===== src/rtl/spi_master_pkg.sv =====
package spi_master_pkg;

  localparam int HOST_AW = 2;

  localparam logic [HOST_AW-1:0] REG_CTRL = 2'd0;
  localparam logic [HOST_AW-1:0] REG_RATE = 2'd1;
  localparam logic [HOST_AW-1:0] REG_STAT = 2'd2;
  localparam logic [HOST_AW-1:0] REG_DATA = 2'd3;

  // packed from bit 6 down to bit 0
  typedef struct packed {
    logic ss_force;
    logic irq_en;
    logic auto_ss;
    logic lsb_first;
    logic cpha;
    logic cpol;
    logic enable;
  } ctrl_t;

  localparam int CTRL_W = $bits(ctrl_t);

  typedef enum logic [1:0] {
    XF_IDLE   = 2'd0,
    XF_ACTIVE = 2'd1,
    XF_TRAIL  = 2'd2
  } xfer_state_t;

endpackage


===== src/rtl/spi_rate_div.sv =====
module spi_rate_div #(
  parameter int RATE_W = 3
) (
  input  logic              clk,
  input  logic              rst_n,
  input  logic              run,
  input  logic [RATE_W-1:0] rate,
  output logic              tick
);

  localparam int CNT_W = (1 << RATE_W) - 1;

  logic [CNT_W-1:0] cnt;
  logic [CNT_W-1:0] limit;

  // limit = 2^rate - 1, built as a thermometer of ones
  always_comb begin
    for (int i = 0; i < CNT_W; i++) begin
      limit[i] = (int'(rate) > i);
    end
  end

  assign tick = run && (cnt == limit);

  always_ff @(posedge clk) begin
    if (!rst_n) begin
      cnt <= '0;
    end else if (!run || tick) begin
      cnt <= '0;
    end else begin
      cnt <= cnt + 1'b1;
    end
  end

  assert_tick_only_running_R2: assert property (@(posedge clk) disable iff (!rst_n)
    !run |=> (cnt == '0));

endmodule


===== src/rtl/spi_shift_engine.sv =====
module spi_shift_engine
  import spi_master_pkg::*;
#(
  parameter int DATA_W = 8
) (
  input  logic              clk,
  input  logic              rst_n,
  input  logic              enable,
  input  logic              start,
  input  logic              cpha,
  input  logic              lsb_first,
  input  logic              tick,
  input  logic              miso,
  input  logic [DATA_W-1:0] tx_byte,
  output logic              run,
  output logic              done,
  output logic              sclk_ph,
  output logic              mosi,
  output logic [DATA_W-1:0] rx_byte
);

  localparam int LAST_EDGE = 2 * DATA_W;
  localparam int EDGE_W    = $clog2(LAST_EDGE + 1);

  xfer_state_t       state;
  logic [EDGE_W-1:0] edge_cnt;
  logic [DATA_W-1:0] tx_sh;
  logic [DATA_W-1:0] rx_sh;
  logic [DATA_W-1:0] tx_rev;
  logic [DATA_W-1:0] rx_rev;
  logic              next_odd;
  logic              do_sample;
  logic              do_launch;
  logic              at_last;

  for (genvar g = 0; g < DATA_W; g++) begin : g_rev
    assign tx_rev[g] = tx_byte[DATA_W-1-g];
    assign rx_rev[g] = rx_sh[DATA_W-1-g];
  end

  // the edge about to happen is odd (leading) when the count is even
  assign next_odd  = ~edge_cnt[0];
  assign do_sample = cpha ? ~next_odd : next_odd;
  assign do_launch = cpha ? (next_odd && (edge_cnt != '0)) : ~next_odd;
  assign at_last   = (edge_cnt == EDGE_W'(LAST_EDGE - 1));

  assign run     = (state != XF_IDLE);
  assign done    = (state == XF_TRAIL) && tick && enable;
  assign mosi    = tx_sh[DATA_W-1];
  assign rx_byte = lsb_first ? rx_rev : rx_sh;

  always_ff @(posedge clk) begin
    if (!rst_n) begin
      state    <= XF_IDLE;
      edge_cnt <= '0;
      sclk_ph  <= 1'b0;
      tx_sh    <= '0;
      rx_sh    <= '0;
    end else if (!enable) begin
      state    <= XF_IDLE;
      edge_cnt <= '0;
      sclk_ph  <= 1'b0;
    end else begin
      unique case (state)
        XF_IDLE: begin
          if (start) begin
            state    <= XF_ACTIVE;
            edge_cnt <= '0;
            sclk_ph  <= 1'b0;
            tx_sh    <= lsb_first ? tx_rev : tx_byte;
          end
        end
        XF_ACTIVE: begin
          if (tick) begin
            sclk_ph  <= ~sclk_ph;
            edge_cnt <= edge_cnt + 1'b1;
            if (do_sample) rx_sh <= {rx_sh[DATA_W-2:0], miso};
            if (do_launch) tx_sh <= {tx_sh[DATA_W-2:0], 1'b0};
            if (at_last) state <= XF_TRAIL;
          end
        end
        XF_TRAIL: begin
          if (tick) state <= XF_IDLE;
        end
        default: state <= XF_IDLE;
      endcase
    end
  end

  assert_start_idle_R10: assert property (@(posedge clk) disable iff (!rst_n)
    start |-> (state == XF_IDLE));

  assert_edge_tick_R2: assert property (@(posedge clk) disable iff (!rst_n)
    (run && $past(run) && !$stable(sclk_ph)) |-> $past(tick));

  assert_frame_edges_R2: assert property (@(posedge clk) disable iff (!rst_n)
    ($fell(run) && $past(enable)) |-> ($past(edge_cnt) == EDGE_W'(LAST_EDGE)));

  assert_idle_phase_R3: assert property (@(posedge clk) disable iff (!rst_n)
    (state == XF_IDLE) |-> (sclk_ph == 1'b0));

endmodule


===== src/rtl/spi_host_regs.sv =====
module spi_host_regs
  import spi_master_pkg::*;
#(
  parameter int DATA_W = 8,
  parameter int RATE_W = 3
) (
  input  logic               clk,
  input  logic               rst_n,
  input  logic               wr_en,
  input  logic               rd_en,
  input  logic [HOST_AW-1:0] addr,
  input  logic [DATA_W-1:0]  wdata,
  input  logic               busy,
  input  logic               done,
  input  logic [DATA_W-1:0]  rx_byte,
  output logic [DATA_W-1:0]  rdata,
  output ctrl_t              cfg,
  output logic [RATE_W-1:0]  rate,
  output logic               start,
  output logic               flag,
  output logic               irq
);

  logic [DATA_W-1:0] rx_hold;
  logic              armed;
  logic              data_acc;
  logic              stat_rd;

  assign data_acc = (wr_en || rd_en) && (addr == REG_DATA);
  assign stat_rd  = rd_en && (addr == REG_STAT);
  assign start    = wr_en && (addr == REG_DATA) && cfg.enable && !busy;
  assign irq      = flag && cfg.irq_en;

  always_ff @(posedge clk) begin
    if (!rst_n) begin
      cfg  <= '0;
      rate <= '0;
    end else if (wr_en) begin
      if (addr == REG_CTRL) cfg  <= ctrl_t'(wdata[CTRL_W-1:0]);
      if (addr == REG_RATE) rate <= wdata[RATE_W-1:0];
    end
  end

  always_ff @(posedge clk) begin
    if (!rst_n) begin
      rx_hold <= '0;
    end else if (done) begin
      rx_hold <= rx_byte;
    end
  end

  always_ff @(posedge clk) begin
    if (!rst_n) begin
      flag  <= 1'b0;
      armed <= 1'b0;
    end else if (done) begin
      flag  <= 1'b1;
      armed <= 1'b0;
    end else if (data_acc) begin
      armed <= 1'b0;
      if (armed) flag <= 1'b0;
    end else if (stat_rd && flag) begin
      armed <= 1'b1;
    end
  end

  always_comb begin
    rdata = '0;
    unique case (addr)
      REG_CTRL: rdata = DATA_W'({1'b0, cfg});
      REG_RATE: rdata = DATA_W'(rate);
      REG_STAT: begin
        rdata[DATA_W-1] = flag;
        rdata[0]        = busy;
      end
      REG_DATA: rdata = rx_hold;
      default:  rdata = '0;
    endcase
  end

  assert_flag_hold_R9: assert property (@(posedge clk) disable iff (!rst_n)
    (flag && !armed && !done) |=> flag);

  assert_done_needs_busy_R7: assert property (@(posedge clk) disable iff (!rst_n)
    done |-> busy);

endmodule


===== src/rtl/spi_master_core.sv =====
module spi_master_core
  import spi_master_pkg::*;
#(
  parameter int DATA_W = 8,
  parameter int RATE_W = 3
) (
  input  logic               clk,
  input  logic               rst_n,
  input  logic               host_wr,
  input  logic               host_rd,
  input  logic [HOST_AW-1:0] host_addr,
  input  logic [DATA_W-1:0]  host_wdata,
  output logic [DATA_W-1:0]  host_rdata,
  output logic               irq,
  output logic               sclk,
  output logic               mosi,
  input  logic               miso,
  output logic               ss_n
);

  ctrl_t             cfg;
  logic [RATE_W-1:0] rate;
  logic              start;
  logic              flag;
  logic              run;
  logic              done;
  logic              tick;
  logic              sclk_ph;
  logic [DATA_W-1:0] rx_byte;

  spi_host_regs #(.DATA_W(DATA_W), .RATE_W(RATE_W)) u_regs (
    .clk    (clk),
    .rst_n  (rst_n),
    .wr_en  (host_wr),
    .rd_en  (host_rd),
    .addr   (host_addr),
    .wdata  (host_wdata),
    .busy   (run),
    .done   (done),
    .rx_byte(rx_byte),
    .rdata  (host_rdata),
    .cfg    (cfg),
    .rate   (rate),
    .start  (start),
    .flag   (flag),
    .irq    (irq)
  );

  spi_rate_div #(.RATE_W(RATE_W)) u_div (
    .clk  (clk),
    .rst_n(rst_n),
    .run  (run),
    .rate (rate),
    .tick (tick)
  );

  spi_shift_engine #(.DATA_W(DATA_W)) u_engine (
    .clk      (clk),
    .rst_n    (rst_n),
    .enable   (cfg.enable),
    .start    (start),
    .cpha     (cfg.cpha),
    .lsb_first(cfg.lsb_first),
    .tick     (tick),
    .miso     (miso),
    .tx_byte  (host_wdata),
    .run      (run),
    .done     (done),
    .sclk_ph  (sclk_ph),
    .mosi     (mosi),
    .rx_byte  (rx_byte)
  );

  assign sclk = cfg.cpol ^ sclk_ph;
  assign ss_n = cfg.auto_ss ? ~run : ~cfg.ss_force;

  assert_done_flag_R7: assert property (@(posedge clk) disable iff (!rst_n)
    ($fell(run) && $past(cfg.enable)) |-> flag);

  assert_abort_no_flag_R11: assert property (@(posedge clk) disable iff (!rst_n)
    ($fell(run) && !$past(cfg.enable) && !$past(flag)) |-> !flag);

endmodule


===== config.mk =====
export PLATFORM = sky130hd
export DESIGN_NAME = spi_master_core
export DESIGN_NICKNAME = d
export VERILOG_FILES = /design/src/rtl/spi_master_pkg.sv /design/src/rtl/spi_rate_div.sv /design/src/rtl/spi_shift_engine.sv /design/src/rtl/spi_host_regs.sv /design/src/rtl/spi_master_core.sv
export SDC_FILE = /design/constraint.sdc
export NUM_CORES = 1
export LEC_CHECK = 0
export ABC_AREA = 1
export BUFFER_PORTS_ARGS = -buffer_cell sky130_fd_sc_hd__buf_2
export CAP_MARGIN = 10
export CELL_PAD_IN_SITES_DETAIL_PLACEMENT = 1
export CELL_PAD_IN_SITES_GLOBAL_PLACEMENT = 2
export CORE_ASPECT_RATIO = 0.75
export CORE_MARGIN = 4
export CORE_UTILIZATION = 35
export DETAILED_ROUTE_END_ITERATION = 8
export PLACE_DENSITY = 0.86
export SLEW_MARGIN = 20
export SYNTH_ARGS = -nofsm -noshare
export SYNTH_HDL_FRONTEND = slang
export SYNTH_SLANG_ARGS = --single-unit

===== constraint.sdc =====
create_clock -name clk -period 4.05 [get_ports clk]
set_input_delay 0.81 -clock clk [delete_from_list [all_inputs] [get_ports clk]]
set_output_delay 0.81 -clock clk [all_outputs]
set_load 0.02 [all_outputs]

Word level (Yosys, flattened, before mapping)

Index checks and enable logic that the tools add are counted.

Flip-flop bits (word level): 51
Bits in latches: 0
Bits in writable memories: 0
Bits in read-only memories: 0
Input port bits: 15
Memories kept: 0

Add/subtract/negate cells: 2
Multipliers: 0
Divide/modulo/power cells: 0
Order comparisons: 7
Equal/unequal tests: 12
Shift-type cells: 0
Multiplexer cells: 26
Bitwise logic cells: 6
Reduce and logical (&&, ||, !) cells: 32

Operators by type and width:

| operator                                                             | number |
|---|---|
| 8-bit 2-to-1 mux                                                     | 5 |
| 6-bit one-hot mux with 3 select lines                                | 1 |
| 8-bit one-hot mux with 2 select lines                                | 1 |
| 1-bit logical AND                                                    | 11 |
| 5-bit 2-to-1 mux                                                     | 2 |
| 5-bit one-hot mux with 2 select lines                                | 1 |
| 3-bit > comparator, second input constant                            | 3 |
| 1-bit 2-to-1 mux                                                     | 8 |
| 2-bit 2-to-1 mux                                                     | 4 |
| 2-bit AND reduction                                                  | 4 |
| 4-bit AND reduction                                                  | 2 |
| 2-bit nonzero test                                                   | 4 |
| 7-bit by 1-bit adder with 7-bit output, second input constant        | 1 |
| 7-bit == test                                                        | 1 |
| 2-bit == test, second input constant                                 | 3 |
| 3-bit by 1-bit > comparator with 1-bit output, second input constant | 2 |
| 3-bit by 2-bit > comparator with 1-bit output, second input constant | 2 |
| 2-bit inequality test, second input constant                         | 3 |
| 2-bit one-hot mux with 3 select lines                                | 1 |
| 5-bit by 1-bit adder with 5-bit output, second input constant        | 1 |
| 5-bit by 4-bit == test with 1-bit output, second input constant      | 1 |
| 1-bit NOT                                                            | 5 |
| 5-bit AND reduction                                                  | 1 |
| 5-bit nonzero test                                                   | 1 |
| other kinds (12)                                                     | 17 |

Depth between registers and ports, before layout

Depth in word-level cells: 7
Gate-level depth with buffers: 14
Gate-level depth less buffers: 12

By module

A second synthesis with hierarchy kept.

Cell total of the unflattened synthesis: 416
Area, all modules: 2,805.2 um2

Modules (own cells, without submodules):

| module           | times used | cells each | area each (um2) | seq. area each (um2) |
|---|---|---|---|---|
| spi_shift_engine | 1          | 206        | 1,362.6         | 480.5 |
| spi_host_regs    | 1          | 123        | 870.8           | 400.4 |
| spi_rate_div     | 1          | 76         | 530.5           | 140.1 |
| spi_master_core  | 1          | 11         | 41.3            | 0.0 |

Worst setup path after synthesis

Ideal clock, no wire load.

Kind: in2out
Start point: input host_addr[0]
End point: output host_rdata[0]
Data arrival time: 1,803 ps
Required time: 3,240 ps
Path slack: 1,437 ps
Stages: 5
Buffers on the path: 1
Path through: buf_2 -> nor2_1 -> inv_1 -> o221ai_1 -> a2bb2oi_1

Word-level cells in the longest chain between the ends: 2
Elaborated cells between the ends (all ways): 5
Those cells by class: eq/ne (3); mux (1); reduce/logical (1)

RTL lines:

| what                                    | line                  | text |
|---|---|---|
| from (decl)                             | spi_master_core.sv:11 | `input logic [HOST_AW-1:0] host_addr,` |
| 2-bit == test (tied with other cells)   | spi_host_regs.sv:69   | `unique case (addr)` |
| 1-bit one-hot mux with 4 select lines * | spi_host_regs.sv:69   |  |
| to (decl)                               | spi_master_core.sv:13 | `output logic [DATA_W-1:0] host_rdata,` |

Every way passes the cells marked *; elsewhere a longest branch is shown, timed or not.

Worst setup path in the final report

Start point: input host_addr[1]
End point: output host_rdata[0]

The elaborated chain is that of the path after synthesis.

==> metrics <==
run status finished clean; peak supply drop about 0.00013 V; Worst setup endpoint host_rdata[0]; min Tclk post-route between 2 and 3 ns; clock slew seen by the registers of the worst setup and hold paths about 0.1 ns; layout cell share with drive strength beyond 1 0.106; register area share after synthesis 0.365; R2R Path End u_engine.tx_sh[3]$_SDFFE_PN0P_; Synth cell types 33; clock network power share 0.354; XOR/XNOR Fraction of Synth Area 0.0219; vias in the first global route roughly 2.5k; RSZ-0062 raised after global routing no; die height approximately 85 microns; fillcell total 1,025; GR Overflow Total 0; Syn Nets 443; Power Internal around 0.69 mW; Detailed Place HPWL about 5700 microns; die area around 0.0095 sq mm; relative slew slack 0.458; Syn Inst Count between 400 and 500; Boundary Pins 27; Crit Path Class in -> out; Die X-Extent 111 microns; CP Data Arrival Time ~1.9 ns; hold buffer count at CTS 0; Synth-to-Final Area Change 9.36%; Inst Count DP roughly 540; core area about 0.0076 sq mm; Avg Inst Size Synth 6.59 sq um; Via density about 4.8; Pre-antenna DRT Iters 4; Multi-input gate area around 0.0014 sq mm; Final setup viols 0; largest family of logic cells by synthesized area simple AND/OR/NAND/NOR gates; combinational share of power 0.094; antenna violations before repair 0; CTS tree yes; FF+latch count, synth 51; CP max stage cell nor2_1; Worst EP required 3.24 ns; final max-slew violation count 0; Syn Std Cell Area about 0.0028 sq mm; Post-Route Skew between 0.009 and 0.01 ns; routability cong. slightly below 0.8; wire length per cell roughly 14 microns; GRT Total Usage 0.162; clk_lat worst skew a little over 0.3 ns; fin crit share 0.672; PnR Total Power about 0.94 mW; ys flop type dfxtp_1; WL final approximately 7500 microns; CP startpoint kind primary input; simple-gate portion of the synthesized area 0.325; vias post-DR between 2k and 3k; Net Sw Frac 0.262; number of diodes 0; Pwr Density 306 mW/mm^2; worst-path cell chain buf_2 -> nor2_1 -> inv_1 -> o221ai_1 -> a2bb2oi_1 -> buf_2; total number of H-tree levels 2; TritonCTS buffer count 5; Clock Sinks 51; Adder-Cell Fraction of Synth Area 0.0179; # rows 27; mux cell area share after synthesis 0; Post-synth ARST share 0; Yosys warning count 0; slew at the pin closest to its max-slew limit a little over 0.8 ns; final non-filler cell total approximately 540; EDFF count, synth 0; first-pass GRT wire length about 13,000 microns; leakage 1.44 nW; fin nets roughly 460; Final Hold Fails 0; CP max stage delay roughly 0.32 ns; Flop pwr share 0.552; Max FO, Critical Path 6; CP dominant cell by count buf_2; reg-to-reg critical path startpoint u_engine.state[1]$_SDFFE_PN0P_; initial drt markers 70; Core Util, Final 0.404; register area roughly 0.001 sq mm; Critical Path Start host_addr[1]; largest net degree at the start of global routing 39; DRC errors left 0; IO buf count 26; NetSw roughly 0.25 mW; Clock Path Buffers 2; Antenna Violating Nets Remaining 0; Initial Util 0.369; r2r setup slk around 1.7 ns; setup TNS 0 ns; element type at the critical path end output port; worst r2r path cells 8; final hold slack 0.473 ns; Highest Clock Rate approximately 370 MHz; clock root buffer clkbuf_8; max cap viols 0; Synth Area in Compound Gates 0.143; post_cts resized 0; Hold Path Class reg -> reg; Post-CTS Setup Repair Bufs 0
-- power by group through the flow --
| stage | sequential [mW] | combinational, mW | clock (mW) |
|---|---|---|---|
| floorplan | 0.521 | 0.0670 | 0 |
| global placement | 0.528 | 0.0867 | 0 |
| detailed placement | 0.528 | 0.0885 | 0 |
| CTS | 0.516 | 0.0889 | 0.342 |
| global route | 0.517 | 0.0997 | 0.370 |
| finish | 0.516 | 0.0883 | 0.331 |
-- layer usage --
| metal | GRT usage | share of wire | up-vias |
|---|---|---|---|
| met5 | 0 | 0 | - |
| met3 | 0.0442 | 0.038 | 5 |
| met4 | 0.0265 | 0.0074 | 0 |
| met1 | 0.237 | 0.54 | 1228 |
| met2 | 0.241 | 0.41 | 30 |
| li1 | - | - | 1366 |
-- state kept, by name, summed over array words and instances, names as in the netlist --
signal,flops
u_div.cnt,7
u_engine.edge_cnt,5
u_engine.rx_sh,8
u_engine.sclk_ph,1
u_engine.state,2
u_engine.tx_sh,8
u_regs.armed,1
u_regs.cfg,7
u_regs.flag,1
u_regs.rate,3
u_regs.rx_hold,8
-- cell type report --
| class | instances | share of cell area |
|---|---|---|
| inverters | 69 | 0.0847 |
| multi-input cells | 289 | 0.465 |
| flip-flops and latches | 51 | 0.334 |
| repair buffers | 26 | 0.0426 |
| clock buffers | 8 | 0.0327 |
| well taps | 101 | 0.0413 |
-- metrics by stage --
stage | instance area [sq um] | worst slack, ns
finish | 3060 | 1.33
global route | 3060 | 1.19
CTS | 3060 | 1.33
detailed placement | 2960 | 1.34
global placement | 2960 | 1.39
floorplan | 2800 | 1.44
-- layout by cell type (no fill, tap or decap), drive strengths merged --
| cell type | synthesis | layout |
|---|---|---|
| clkinv | 1 | 1 |
| ha | 4 | 4 |
| xnor2 | 2 | 2 |
| o211ai | 9 | 9 |
| nand4 | 9 | 9 |
| clkbuf | 6 | 8 |
| o22ai | 1 | 1 |
| xor2 | 5 | 5 |
| nand3b | 1 | 1 |
| inv | 68 | 68 |
| a2bb2oi | 1 | 1 |
| nor3b | 3 | 3 |
| nor3 | 1 | 1 |
| nand2 | 104 | 104 |
| buf | 9 | 26 |
| a21oi | 21 | 21 |
| nor2 | 64 | 64 |
| dfxtp | 51 | 51 |
| o221ai | 2 | 2 |
| nand3 | 24 | 24 |
| a21boi | 1 | 1 |
| o21a | 1 | 1 |
| o21ai | 36 | 36 |
-- cell usage after synthesis (2+ instances only) --
master,count,area (sq um)
nand2_4,3,33.8
inv_2,2,7.51
nand2_1,98,368
ha_1,4,50.1
nand4_1,9,56.3
o221ai_1,2,17.5
nand3_1,23,115
buf_6,4,45.0
a21oi_1,21,105
dfxtp_1,51,1020
buf_2,4,20.0
nor3b_1,3,22.5
clkbuf_1,6,22.5
xor2_1,5,43.8
nand2_2,3,18.8
xnor2_1,2,17.5
o211ai_1,9,67.6
nor2_2,3,18.8
inv_1,66,248
nor2_1,59,221
o21ai_0,35,175
-- cell families after synthesis --
logic type / after synthesis
compound gates: 72
xor+xnor: 7
fa+ha+maj: 4
buf+inv: 84
flops: 51
simple gates: 206
-- worst min-delay path by stage --
stage / cells after the start / slack [ns] / to / start
finish: 2 / 0.47 / u_engine.edge_cnt[4]$_SDFFE_PN0P_ / u_engine.edge_cnt[4]$_SDFFE_PN0P_
global route: 2 / 0.50 / u_engine.edge_cnt[4]$_SDFFE_PN0P_ / u_engine.edge_cnt[4]$_SDFFE_PN0P_
CTS: 2 / 0.48 / u_engine.edge_cnt[4]$_SDFFE_PN0P_ / u_engine.edge_cnt[4]$_SDFFE_PN0P_
detailed placement: 2 / 0.46 / u_engine.edge_cnt[4]$_SDFFE_PN0P_ / u_engine.edge_cnt[4]$_SDFFE_PN0P_
global placement: 2 / 0.45 / u_engine.edge_cnt[4]$_SDFFE_PN0P_ / u_engine.edge_cnt[4]$_SDFFE_PN0P_
floorplan: 2 / 0.44 / u_engine.edge_cnt[4]$_SDFFE_PN0P_ / u_engine.edge_cnt[4]$_SDFFE_PN0P_
-- worst max-delay path: cells and delay by family --
family	cells	cell delay (ns)
compound gates	2	0.29
buf+inv	3	0.48
simple gates	1	0.32
Power figures use the tool's default switching activity.
